===== src/rtl/emb_pkg.sv =====
package emb_pkg;

    localparam int REG_W = 8;
    localparam int LIM_W = 3;
    localparam int WS_W  = 2;

    localparam logic SEL_CTRL = 1'b0;
    localparam logic SEL_SECT = 1'b1;

    typedef enum logic [2:0] {
        PH_IDLE,
        PH_ADDR,
        PH_STRB,
        PH_HOLD,
        PH_END
    } phase_e;

    typedef struct packed {
        logic             enable;
        logic             legacy;
        logic [LIM_W-1:0] limit;
        logic [WS_W-1:0]  up_ws;
        logic [WS_W-1:0]  lo_ws;
    } cfg_t;

    typedef struct packed {
        logic [1:0] extra;
        logic       hold;
    } timing_t;

    typedef struct packed {
        logic ale;
        logic wr_n;
        logic rd_n;
    } ctl_t;

    function automatic timing_t decode_ws(input logic [WS_W-1:0] f);
        timing_t t;
        case (f)
            2'b00:   t.extra = 2'd0;
            2'b01:   t.extra = 2'd1;
            default: t.extra = 2'd2;
        endcase
        t.hold = (f == 2'b11);
        return t;
    endfunction

    function automatic timing_t legacy_ws(input logic wait_bit);
        timing_t t;
        t.extra = {1'b0, wait_bit};
        t.hold  = 1'b0;
        return t;
    endfunction

endpackage


===== src/rtl/emb_cfg_regs.sv =====
module emb_cfg_regs
    import emb_pkg::*;
(
    input  logic             clk,
    input  logic             rst,
    input  logic             cfg_we,
    input  logic             cfg_addr,
    input  logic [REG_W-1:0] cfg_wdata,
    output logic [REG_W-1:0] cfg_rdata,
    output cfg_t             cfg
);

    cfg_t cfg_q;
    logic unused_wbits;

    assign unused_wbits = cfg_wdata[REG_W-1];

    always_ff @(posedge clk) begin
        if (rst) begin
            cfg_q <= '0;
        end else if (cfg_we) begin
            if (cfg_addr == SEL_CTRL) begin
                cfg_q.enable <= cfg_wdata[0];
                cfg_q.legacy <= cfg_wdata[1];
            end else begin
                cfg_q.limit <= cfg_wdata[6:4];
                cfg_q.up_ws <= cfg_wdata[3:2];
                cfg_q.lo_ws <= cfg_wdata[1:0];
            end
        end
    end

    always_comb begin
        if (cfg_addr == SEL_CTRL)
            cfg_rdata = {{(REG_W-2){1'b0}}, cfg_q.legacy, cfg_q.enable};
        else
            cfg_rdata = {1'b0, cfg_q.limit, cfg_q.up_ws, cfg_q.lo_ws};
    end

    assign cfg = cfg_q;

endmodule


===== src/rtl/emb_sector_sel.sv =====
module emb_sector_sel
    import emb_pkg::*;
#(
    parameter int          ADDR_W      = 16,
    parameter int unsigned RAM_TOP     = 32'h0000_10FF,
    parameter int unsigned SECTOR_STEP = 32'h0000_2000
) (
    input  logic [ADDR_W-1:0] addr,
    input  cfg_t              cfg,
    output timing_t           tim
);

    localparam int          N_LIM = 1 << LIM_W;
    localparam int unsigned BASE  = RAM_TOP + 1;

    logic [N_LIM-1:0] below;
    logic             in_lower;

    assign below[0] = 1'b0;

    generate
        for (genvar g = 1; g < N_LIM; g++) begin : g_edge
            localparam logic [31:0] EDGE_V = 32'(BASE + 32'(g) * SECTOR_STEP);
            assign below[g] = (32'(addr) < EDGE_V);
        end
    endgenerate

    assign in_lower = below[cfg.limit];

    always_comb begin
        if (cfg.legacy)
            tim = legacy_ws(cfg.up_ws[0]);
        else if (in_lower)
            tim = decode_ws(cfg.lo_ws);
        else
            tim = decode_ws(cfg.up_ws);
    end

endmodule


===== src/rtl/emb_seq.sv =====
module emb_seq
    import emb_pkg::*;
#(
    parameter int DATA_W = 8,
    parameter int ADDR_W = 16
) (
    input  logic                     clk,
    input  logic                     rst,
    input  logic                     en,
    input  logic                     req_valid,
    input  logic [ADDR_W-1:0]        req_addr,
    input  logic                     req_we,
    input  logic [DATA_W-1:0]        req_wdata,
    input  timing_t                  req_tim,
    input  logic                     next_ram_hint,
    input  logic [DATA_W-1:0]        ad_in,
    output logic                     req_ready,
    output logic [DATA_W-1:0]        rsp_rdata,
    output ctl_t                     bus_ctl,
    output logic [DATA_W-1:0]        bus_ad,
    output logic                     bus_ad_oe,
    output logic [ADDR_W-DATA_W-1:0] bus_ahi
);

    phase_e              ph;
    logic [ADDR_W-1:0]   a_q;
    logic                we_q;
    logic [DATA_W-1:0]   wd_q;
    logic [DATA_W-1:0]   rd_q;
    timing_t             tim_q;
    logic [1:0]          cnt;
    logic                strobe;

    always_ff @(posedge clk) begin
        if (rst) begin
            ph    <= PH_IDLE;
            a_q   <= '0;
            we_q  <= 1'b0;
            wd_q  <= '0;
            rd_q  <= '0;
            tim_q <= '0;
            cnt   <= '0;
        end else begin
            case (ph)
                PH_IDLE: begin
                    if (en && req_valid) begin
                        a_q   <= req_addr;
                        we_q  <= req_we;
                        wd_q  <= req_wdata;
                        tim_q <= req_tim;
                        ph    <= PH_ADDR;
                    end
                end
                PH_ADDR: begin
                    cnt <= tim_q.extra;
                    ph  <= PH_STRB;
                end
                PH_STRB: begin
                    if (cnt == 2'd0) begin
                        if (!we_q)
                            rd_q <= ad_in;
                        ph <= tim_q.hold ? PH_HOLD : PH_END;
                    end else begin
                        cnt <= cnt - 2'd1;
                    end
                end
                PH_HOLD: ph <= PH_END;
                PH_END:  ph <= PH_IDLE;
                default: ph <= PH_IDLE;
            endcase
        end
    end

    assign strobe       = (ph == PH_STRB);
    assign bus_ctl.ale  = (ph == PH_ADDR) || ((ph == PH_END) && next_ram_hint);
    assign bus_ctl.wr_n = !(strobe && we_q);
    assign bus_ctl.rd_n = !(strobe && !we_q);
    assign bus_ad       = (ph == PH_ADDR) ? a_q[DATA_W-1:0] : wd_q;
    assign bus_ad_oe    = (ph == PH_ADDR) || (strobe && we_q);
    assign bus_ahi      = a_q[ADDR_W-1:DATA_W];
    assign req_ready    = (ph == PH_END);
    assign rsp_rdata    = rd_q;

endmodule


===== src/rtl/emb_pin_mux.sv =====
module emb_pin_mux
    import emb_pkg::*;
#(
    parameter int DATA_W = 8,
    parameter int HI_W   = 8
) (
    input  logic              en,
    input  ctl_t              bus_ctl,
    input  logic [DATA_W-1:0] bus_ad,
    input  logic              bus_ad_oe,
    input  logic [HI_W-1:0]   bus_ahi,
    input  logic [DATA_W-1:0] gpio_ad_out,
    input  logic [DATA_W-1:0] gpio_ad_oe,
    input  logic [HI_W-1:0]   gpio_ahi_out,
    input  logic [HI_W-1:0]   gpio_ahi_oe,
    input  logic [2:0]        gpio_ctl_out,
    input  logic [2:0]        gpio_ctl_oe,
    output logic [DATA_W-1:0] pin_ad_out,
    output logic [DATA_W-1:0] pin_ad_oe,
    output logic [HI_W-1:0]   pin_ahi_out,
    output logic [HI_W-1:0]   pin_ahi_oe,
    output logic [2:0]        pin_ctl_out,
    output logic [2:0]        pin_ctl_oe
);

    generate
        for (genvar i = 0; i < DATA_W; i++) begin : g_ad
            assign pin_ad_out[i] = en ? bus_ad[i] : gpio_ad_out[i];
            assign pin_ad_oe[i]  = en ? bus_ad_oe : gpio_ad_oe[i];
        end
        for (genvar j = 0; j < HI_W; j++) begin : g_hi
            assign pin_ahi_out[j] = en ? bus_ahi[j] : gpio_ahi_out[j];
            assign pin_ahi_oe[j]  = en ? 1'b1       : gpio_ahi_oe[j];
        end
    endgenerate

    assign pin_ctl_out = en ? bus_ctl : gpio_ctl_out;
    assign pin_ctl_oe  = en ? 3'b111  : gpio_ctl_oe;

endmodule


===== src/rtl/emb_bus_ctrl.sv =====
module emb_bus_ctrl
    import emb_pkg::*;
#(
    parameter int          DATA_W      = 8,
    parameter int          ADDR_W      = 16,
    parameter int unsigned RAM_TOP     = 32'h0000_10FF,
    parameter int unsigned SECTOR_STEP = 32'h0000_2000
) (
    input  logic                     clk,
    input  logic                     rst,
    input  logic                     cfg_we,
    input  logic                     cfg_addr,
    input  logic [REG_W-1:0]         cfg_wdata,
    output logic [REG_W-1:0]         cfg_rdata,
    input  logic                     req_valid,
    output logic                     req_ready,
    input  logic [ADDR_W-1:0]        req_addr,
    input  logic                     req_we,
    input  logic [DATA_W-1:0]        req_wdata,
    output logic [DATA_W-1:0]        rsp_rdata,
    input  logic                     next_ram_hint,
    input  logic [DATA_W-1:0]        gpio_ad_out,
    input  logic [DATA_W-1:0]        gpio_ad_oe,
    input  logic [ADDR_W-DATA_W-1:0] gpio_ahi_out,
    input  logic [ADDR_W-DATA_W-1:0] gpio_ahi_oe,
    input  logic [2:0]               gpio_ctl_out,
    input  logic [2:0]               gpio_ctl_oe,
    input  logic [DATA_W-1:0]        pin_ad_in,
    output logic [DATA_W-1:0]        pin_ad_out,
    output logic [DATA_W-1:0]        pin_ad_oe,
    output logic [ADDR_W-DATA_W-1:0] pin_ahi_out,
    output logic [ADDR_W-DATA_W-1:0] pin_ahi_oe,
    output logic [2:0]               pin_ctl_out,
    output logic [2:0]               pin_ctl_oe
);

    localparam int HI_W = ADDR_W - DATA_W;

    cfg_t              cfg_q;
    timing_t           req_tim;
    ctl_t              bus_ctl;
    logic [DATA_W-1:0] bus_ad;
    logic              bus_ad_oe;
    logic [HI_W-1:0]   bus_ahi;

    emb_cfg_regs u_regs (
        .clk       (clk),
        .rst       (rst),
        .cfg_we    (cfg_we),
        .cfg_addr  (cfg_addr),
        .cfg_wdata (cfg_wdata),
        .cfg_rdata (cfg_rdata),
        .cfg       (cfg_q)
    );

    emb_sector_sel #(
        .ADDR_W      (ADDR_W),
        .RAM_TOP     (RAM_TOP),
        .SECTOR_STEP (SECTOR_STEP)
    ) u_sect (
        .addr (req_addr),
        .cfg  (cfg_q),
        .tim  (req_tim)
    );

    emb_seq #(
        .DATA_W (DATA_W),
        .ADDR_W (ADDR_W)
    ) u_seq (
        .clk           (clk),
        .rst           (rst),
        .en            (cfg_q.enable),
        .req_valid     (req_valid),
        .req_addr      (req_addr),
        .req_we        (req_we),
        .req_wdata     (req_wdata),
        .req_tim       (req_tim),
        .next_ram_hint (next_ram_hint),
        .ad_in         (pin_ad_in),
        .req_ready     (req_ready),
        .rsp_rdata     (rsp_rdata),
        .bus_ctl       (bus_ctl),
        .bus_ad        (bus_ad),
        .bus_ad_oe     (bus_ad_oe),
        .bus_ahi       (bus_ahi)
    );

    emb_pin_mux #(
        .DATA_W (DATA_W),
        .HI_W   (HI_W)
    ) u_mux (
        .en           (cfg_q.enable),
        .bus_ctl      (bus_ctl),
        .bus_ad       (bus_ad),
        .bus_ad_oe    (bus_ad_oe),
        .bus_ahi      (bus_ahi),
        .gpio_ad_out  (gpio_ad_out),
        .gpio_ad_oe   (gpio_ad_oe),
        .gpio_ahi_out (gpio_ahi_out),
        .gpio_ahi_oe  (gpio_ahi_oe),
        .gpio_ctl_out (gpio_ctl_out),
        .gpio_ctl_oe  (gpio_ctl_oe),
        .pin_ad_out   (pin_ad_out),
        .pin_ad_oe    (pin_ad_oe),
        .pin_ahi_out  (pin_ahi_out),
        .pin_ahi_oe   (pin_ahi_oe),
        .pin_ctl_out  (pin_ctl_out),
        .pin_ctl_oe   (pin_ctl_oe)
    );

endmodule


===== config.mk =====
export PLATFORM = sky130hd
export DESIGN_NAME = emb_bus_ctrl
export DESIGN_NICKNAME = d
export VERILOG_FILES = /design/src/rtl/emb_pkg.sv /design/src/rtl/emb_cfg_regs.sv /design/src/rtl/emb_sector_sel.sv /design/src/rtl/emb_seq.sv /design/src/rtl/emb_pin_mux.sv /design/src/rtl/emb_bus_ctrl.sv
export SDC_FILE = /design/constraint.sdc
export NUM_CORES = 1
export LEC_CHECK = 0
export ABC_AREA = 1
export BUFFER_PORTS_ARGS = -buffer_cell sky130_fd_sc_hd__buf_2
export CAP_MARGIN = 25
export CORE_ASPECT_RATIO = 0.75
export CORE_MARGIN = 2
export CORE_UTILIZATION = 48
export CTS_BUF_LIST = sky130_fd_sc_hd__clkbuf_16
export CTS_CLUSTER_DIAMETER = 40
export DETAILED_ROUTE_END_ITERATION = 12
export GPL_ROUTABILITY_DRIVEN = 0
export PLACE_DENSITY = 0.86
export SYNTH_ARGS = -nofsm -noshare
export SYNTH_HDL_FRONTEND = slang
export SYNTH_SLANG_ARGS = --single-unit

===== constraint.sdc =====
create_clock -name clk -period 3.61 [get_ports clk]
set_input_delay 0.361 -clock clk [delete_from_list [all_inputs] [get_ports clk]]
set_output_delay 0.361 -clock clk [all_outputs]
set_load 0.01 [all_outputs]

==> summary.md, run 1 <==
| Metric | Value |
|---|---|
| R2r endpoint | `u_seq.tim_q[0]` |
| Mean Syn Cell Area | `roughly 6.5 sq um` |
| Setup bufs post-CTS | `0` |
| # port buffers | `about 140` |
| Largest net degree at the start of global routing | `44` |
| CTS Hold Bufs | `0` |
| R2r startpoint | `u_regs.cfg[8]` |
| CP arrival | `between 2000 and 2500 ps` |
| Most common cell after layout, fill and taps aside | `buf_2` |
| DRC Markers | `0` |
| Antenna violations before repair | `0` |
| Row count | `22` |
| Post-Route WL | `6.599 mm` |
| Reg2Reg Depth | `8` |
| Skew final | `7.481 ps` |
| FF+latch count, synth | `50` |
| DP Wirelength | `between 4 and 5 mm` |
| Worst-Skew Late Latency | `290 ps` |
| Worst vdd ir | `0.2722 mV` |
| First-pass GRT wire length | `10.81 mm` |
| Final Critical Period | `2733 ps` |
| Vias/cell | `5.009` |
| Synth-to-Final Area Change | `35.09%` |
| Synth Warn # | `0` |
| Total global-route track usage | `a little under a quarter` |
| Power Density | `~420 mW/mm^2` |
| CP delay by family, top | `flip-flops` |
| Post-Place Worst Slack | `between 1000 and 1500 ps` |
| Starting Density | `50.30%` |
| Hold Path Class | `input port to register` |
| Final WS setup | `877.2 ps` |
| Sequential area share after synthesis | `40.16%` |
| Post-synth design cell area | `0.002492 sq mm` |
| Die area | `0.005791 sq mm` |
| F_max | `~370 MHz` |
| Gates resized, CTS repair | `0` |
| Async S/R FF share, synth | `0%` |
| DRT iter0 DRCs | `174` |
| TritonRoute pass-1 iters | `5` |
| Share of layout cells above drive strength 1 | `around a third` |
| Root Driver | `clkbuf_16` |
| CP Max Fanout | `36` |
| Data required time of the worst path | `3250 ps` |
| Leakage | `1.779 nW` |
| Inserted Diodes | `0` |
| Finish-stage setup viols | `0` |
| Syn_nets | `470` |
| WP buf/inv | `4` |
| CP max-delay cell | `dfxtp_1` |
| Number of global-route vias before repair | `2576` |
| CTS tree | `done` |
| Max Root-Sink Buffers | `2` |
| # H-tree levels | `2` |
| RSZ-0062 raised after global routing | `false` |
| WL/cell | `11.56 um` |
| Slew HR | `between 30% and 40%` |
| CP cell instances | `inv_2 > nor3_1 > inv_1 > nand2_1 > inv_2 > nand2_1 > buf_2` |
| IO Pins | `140` |
| Cell variety after synth | `22` |
| Setup tns final | `0 ps` |
| Hold Vio Cnt, Final | `0` |
| Worst-Margin Slew | `1015 ps` |
| CP Launch Type | `register` |
| Clk sink count | `50` |
| Height of the die | `between 60 and 70 um` |
| Crit path depth | `7` |
| Die width | `87.21 um` |
| Post-synthesis cell count | `384` |
| Routed Antenna Nets | `0` |
| Number of flops mapped to enable cells by yosys | `0` |
| Nets | `around 600` |
| Max Cap Violations | `0` |
| Top_reg_cell synth | `dfxtp_1` |
| Worst setup EP type | `output pin` |
| Num CTS Buffers | `5` |
| Critical Path Max Stage Delay | `between 800 and 900 ps` |
| Clock transition at path regs | `approximately 70 ps` |
| Most frequent cells in the layout | `137 x buf_2, 78 x nor2_1, 71 x o21ai_0` |
| Status | `completed` |
| Pins Over Slew Limit | `0` |
| Period utilization | `75.70%` |
| Setup crit end | `pin_ad_oe[6]` |
| Critical path startpoint | `u_regs.cfg[8]` |
| R2R setup slack | `1200 ps` |
| Vias after detailed routing | `2860` |
| GRT overflow | `0` |
| Placeable Area | `slightly below 0.005 sq mm` |
| WS Path Type | `register to output pin` |
==> cell usage after synthesis (2+ instances only) <==
library cell	count	area [sq um]
nor2_1	78	292.8
o21ai_0	71	355.3
nand2_1	64	240.2
dfxtp_1	50	1001
inv_1	34	127.6
a21oi_1	21	105.1
clkbuf_1	12	45.04
or2_2	11	68.82
inv_2	7	26.28
nand3_1	7	35.03
buf_2	6	30.03
a211oi_1	5	37.54
nand2_2	4	25.02
nor3_1	4	20.02
nand3_2	2	20.02
nor2_2	2	12.51
==> flip-flops by register name, summed over array words and instances (netlist names) <==
name / count
u_seq.rsp_rdata: 8
u_seq.ph: 3
u_seq.a_q: 16
u_seq.we_q: 1
u_seq.cnt: 2
u_regs.cfg: 9
u_seq.tim_q: 3
u_seq.wd_q: 8
==> power by group <==
group,internal (mW),total [mW],switching [mW]
sequential,0.578,0.595,0.0176
combinational,0.103,0.235,0.132
clock,0.394,0.596,0.202
==> layer usage <==
metal / up-vias / part of all wire, % / global-route usage (%)
met4: 0 / 1.7 / 7.308
met3: 11 / 9.2 / 6.117
li1: 1478 / - / -
met2: 113 / 47 / 42.08
met1: 1258 / 42 / 27.56
met5: - / 0 / 0
==> kinds of logic after synthesis <==
group / synth area share [%]
AO/OA/AOI/OAI: 20.58
AND/OR/NAND/NOR: 29.12
adder cells (fa/ha/maj): 0.5019
flip-flops: 40.16
buffers and inverters: 9.488
other: 0.1505
==> worst min path at each step <==
stage | from | to | slack [ps] | cells after the start
finish | req_addr[7] | u_seq.a_q[7] | 290 | 3
global route | req_wdata[0] | u_seq.wd_q[0] | 310 | 3
CTS | req_addr[7] | u_seq.a_q[7] | 290 | 3
detailed placement | u_seq.a_q[10] | u_seq.a_q[10] | 440 | 2
global placement | u_seq.a_q[10] | u_seq.a_q[10] | 440 | 2
floorplan | u_seq.a_q[10] | u_seq.a_q[10] | 420 | 2
==> stage by stage <==
| stage | area (sq um) | util [%] | hold slack [ps] | total power, mW | cells |
|---|---|---|---|---|---|
| 2_1_floorplan | 2492 | - | 424.4 | 0.7389 | 384 |
| 3_3_place_gp | 3178 | 64.14 | 442.3 | 0.8369 | 563 |
| 3_5_place_dp | 3178 | 64.14 | 444.1 | 0.8430 | 563 |
| 4_1_cts | 3367 | 67.95 | 291.8 | 1.434 | 571 |
| 5_1_grt | 3367 | 67.95 | 310.1 | 1.493 | 571 |
| 6_report | 3367 | 67.95 | 290.9 | 1.427 | 571 |
==> worst reg2reg max path: stages (launching register included) <==
cell     delay [ps]
dfxtp_1         870
nand2_2         170
nor2_4          430
inv_2           350
nor2_1          170
nand2_1          80
nor2_2           90
nand2_1          70
a21oi_2         110
==> area by class of cell <==
class                           count  area, sq um
Tap cell                           60        75.07
Multi-Input combinational cell    274         1255
Clock inverter                      3        63.81
Clock buffer                        5        125.1
Fill cell                         474         1588
Inverter                           41        153.9
Timing Repair Buffer              138        693.2
Sequential cell                    50         1001
Note: power is estimated with default switching activity, not from simulation.
==> inputs of run 2 (changes only) <==
- ABC_AREA: 1 -> 0
- CORE_UTILIZATION: 48 -> 45
- PLACE_DENSITY: 0.86 -> 0.8
- clock period: 3.61 -> 2.6 ns (I/O delays scaled with it)
==> run 2 against run 1 <==
Against the previous run: synthesized area up 4.0%; power up 17%; synthesized cell count down 11%; first-iteration DRC count down 62%; wire length down 0.23%; critical endpoint is now pin_ctl_out[0]; utilization down 4.8 points; cell count down 5.1%.
==> summary.md, run 2 <==
| Metric | Value |
|---|---|
| Synth Warn # | `0 (unchanged)` |
| IO Pins | `140 (unchanged)` |
| Period utilization | `84.84%` |
| Vias after detailed routing | `2712 (was 2860)` |
| Status | `completed (unchanged)` |
| Most frequent cells in the layout | `137 x buf_2, 73 x nand2_1, 54 x a21oi_1 (was 137 x buf_2, 78 x nor2_1, 71 x o21ai_0)` |
| Die width | `91.62 um (was 87.21 um)` |
| Mux share of post-synthesis cell area | `7.774% (was 0%)` |
| Worst-Margin Slew | `929.7 ps (was 1015 ps)` |
| Leading post-synthesis cells by cell area | `dfxtp_1 39%, nand2_1 11%, a21oi_1 10% (was dfxtp_1 40%, o21ai_0 14%, nor2_1 12%)` |
| Clock transition at path regs | `60 ps (was 70 ps)` |
| Nets | `553 (was 596)` |
| Most common cell after layout, fill and taps aside | `buf_2 (unchanged)` |
| XOR/XNOR Fraction of Synth Area | `0% (unchanged)` |
| Pins Over Slew Limit | `0 (unchanged)` |
| CP arrival | `1950 ps (was 2370 ps)` |
| Setup bufs post-CTS | `0 (unchanged)` |
| CP cell instances | `or3b_1 > nor2_2 > a21oi_1 > buf_2 (was inv_2 > nor3_1 > inv_1 > nand2_1 > inv_2 > nand2_1 > buf_2)` |
| Hold Vio Cnt, Final | `0 (unchanged)` |
| Data required time of the worst path | `2340 ps (was 3250 ps)` |
| Max Cap Violations | `0 (unchanged)` |
| WL/cell | `12.15 um (was 11.56 um)` |
| Mean Syn Cell Area | `7.555 sq um (was 6.491 sq um)` |
| # port buffers | `137 (unchanged)` |
| Synth area leader | `dfxtp_1 (unchanged)` |
| RSZ-0062 raised after global routing | `false (unchanged)` |
| DP Wirelength | `4.970 mm (was 4.895 mm)` |
| CP Launch Type | `register (unchanged)` |
| CTS Hold Bufs | `0 (unchanged)` |
| Post-synthesis cell count | `343 (was 384)` |
| DRT iter0 DRCs | `66 (was 174)` |
| Starting Density | `47.64% (was 50.30%)` |
| Gates resized, CTS repair | `0 (unchanged)` |
| Routed Antenna Nets | `0 (unchanged)` |
| Number of global-route vias before repair | `2492 (was 2576)` |
| Post-synth design cell area | `0.002591 sq mm (was 0.002492 sq mm)` |
| First-pass GRT wire length | `10.94 mm (was 10.81 mm)` |
| Worst-Skew Late Latency | `280 ps (was 290 ps)` |
| Top_reg_cell synth | `dfxtp_1 (unchanged)` |
| Synth-to-Final Area Change | `32.64% (was 35.09%)` |
| Final Critical Period | `roughly 2200 ps` |
| Top-count cell post-synth | `nand2_1 (was nor2_1)` |
| Post-route cell area | `0.003437 sq mm (was 0.003367 sq mm)` |
| Worst setup EP type | `output pin (unchanged)` |
| Largest family of logic cells by synthesized area | `simple AND/OR/NAND/NOR gates (unchanged)` |
| Sequential area share after synthesis | `38.63% (was 40.16%)` |
| Most frequent cells after synthesis | `73 x nand2_1, 54 x a21oi_1, 50 x dfxtp_1, 19 x nor2_1, 17 x clkbuf_1 (was 78 x nor2_1, 71 x o21ai_0, 64 x nand2_1, 50 x dfxtp_1, 34 x inv_1)` |
| Height of the die | `69.72 um (was 66.41 um)` |
| Antenna violations before repair | `0 (unchanged)` |
| Synth Area in Adders | `0.4829% (was 0.5020%)` |
| Total Power | `1.675 mW (was 1.427 mW)` |
| Finish-stage setup viols | `0 (unchanged)` |
| Hold Path Class | `input port to register (unchanged)` |
| GRT overflow | `0 (unchanged)` |
| Largest reg by FF count | `u_seq.a_q (unchanged)` |
| Num CTS Buffers | `5 (unchanged)` |
| Post-Route WL | `6.584 mm (was 6.599 mm)` |
| WS Path Type | `register to output pin (unchanged)` |
| Root Driver | `clkbuf_16 (unchanged)` |
| CTS tree | `done (unchanged)` |
| Slew HR | `38.02% (was 32.23%)` |
| Total global-route track usage | `20.25% (was 23.53%)` |
| Max FFs per register | `16 (unchanged)` |
| CP max-delay cell | `dfxtp_1 (unchanged)` |
| Vias/cell | `5.004 (was 5.009)` |
| Power Density | `487.2 mW/mm^2 (was 423.8 mW/mm^2)` |
| # H-tree levels | `2 (unchanged)` |
| Row count | `23 (was 22)` |
| Fill cells | `504 (was 474)` |
| Inserted Diodes | `0 (unchanged)` |
| Cell variety after synth | `52 (was 22)` |
| Worst vdd ir | `0.3104 mV (was 0.2722 mV)` |
| Leakage | `1.507 nW (was 1.779 nW)` |
| Critical Path Max Stage Delay | `560 ps (was 870 ps)` |
| Placeable Area | `0.005439 sq mm (was 0.004955 sq mm)` |
| Setup tns final | `0 ps (unchanged)` |
| CP Max Fanout | `10 (was 36)` |
| Post-Synth Simple-Gate Area | `26.70% (was 29.12%)` |
| Async S/R FF share, synth | `0% (unchanged)` |
| Skew final | `4.084 ps (was 7.481 ps)` |
| TritonRoute pass-1 iters | `4 (was 5)` |
| Compound-cell area share of the yosys netlist | `19.56% (was 20.58%)` |
| Max Root-Sink Buffers | `2 (unchanged)` |
| Final core occ | `63.19% (was 67.95%)` |
| Final WS setup | `394.0 ps (was 877.2 ps)` |
| Clk sink count | `50 (unchanged)` |
| DRC Markers | `0 (unchanged)` |
| Largest net degree at the start of global routing | `51 (was 44)` |
| Syn_nets | `429 (was 470)` |
| Yosys top cell area share | `38.63% (was 40.16%)` |
| Share of layout cells above drive strength 1 | `39.19% (was 33.86%)` |
| Post-Place Worst Slack | `685.3 ps (was 1168 ps)` |
| Number of flops mapped to enable cells by yosys | `0 (unchanged)` |
| Die area | `0.006387 sq mm (was 0.005791 sq mm)` |
| FF+latch count, synth | `50 (unchanged)` |
| F_max | `453.3 MHz` |
| Cell Area, Placed | `0.003304 sq mm (was 0.003178 sq mm)` |
-- run 2: final cells by class --
class | count | area [sq um] | share of cell area, %
clock inverter | 2 | 7.507 | 0.2184
inverter | 17 | 63.81 | 1.857
multi-input combinational | 251 | 1421 | 41.35
clock buffer | 5 | 125.1 | 3.640
timing repair buffer | 142 | 723.2 | 21.04
sequential | 50 | 1002 | 29.16
tap | 75 | 93.84 | 2.730
-- run 2: cells by family after synthesis --
group / count (synthesis)
adders and majority gates: 1
and+or+nand+nor: 145
DFF: 50
muxes: 19
buffers and inverters: 42
AOI/OAI and AO/OA: 85
other: 1
-- run 2: worst max-delay path: cells and delay by family (launching register included) --
family / cells / cell delay [ps]
and+or+nand+nor: 2 / 820
DFF: 1 / 560
buffers and inverters: 1 / 150
AOI/OAI and AO/OA: 1 / 120
-- run 2: metal layers --
metal,routed length (um),vias to the layer above,track usage [%]
li1,-,1408,-
met5,0,-,0
met3,501,4,4.457
met2,3233,97,36.44
met4,40,0,4.040
met1,2808,1203,24.81
-- run 2: power by group --
group / total, mW / internal [mW] / switching (mW) / leakage, nW
sequential: 0.802 / 0.784 / 0.0184 / 0.405
clock: 0.600 / 0.344 / 0.256 / 0.0723
combinational: 0.273 / 0.133 / 0.140 / 1.03
-- run 2: stage by stage --
stage	std cells	hold WS, ps
2_1_floorplan	343	348.9
3_3_place_gp	535	440.5
3_5_place_dp	535	447.2
4_1_cts	542	207.6
5_1_grt	542	216.0
6_report	542	211.1
-- run 2: path summary, 6_finish.rpt --
path            startpoint                  to  cells past startpoint  slack [ps]
min reg2reg  u_seq.wd_q[7]       u_seq.wd_q[7]                      2         450
min            req_addr[4]        u_seq.a_q[4]                      3         210
max            u_seq.ph[1]      pin_ctl_out[0]                      4         390
max reg2reg    u_seq.ph[1]  u_seq.rsp_rdata[3]                      5         680
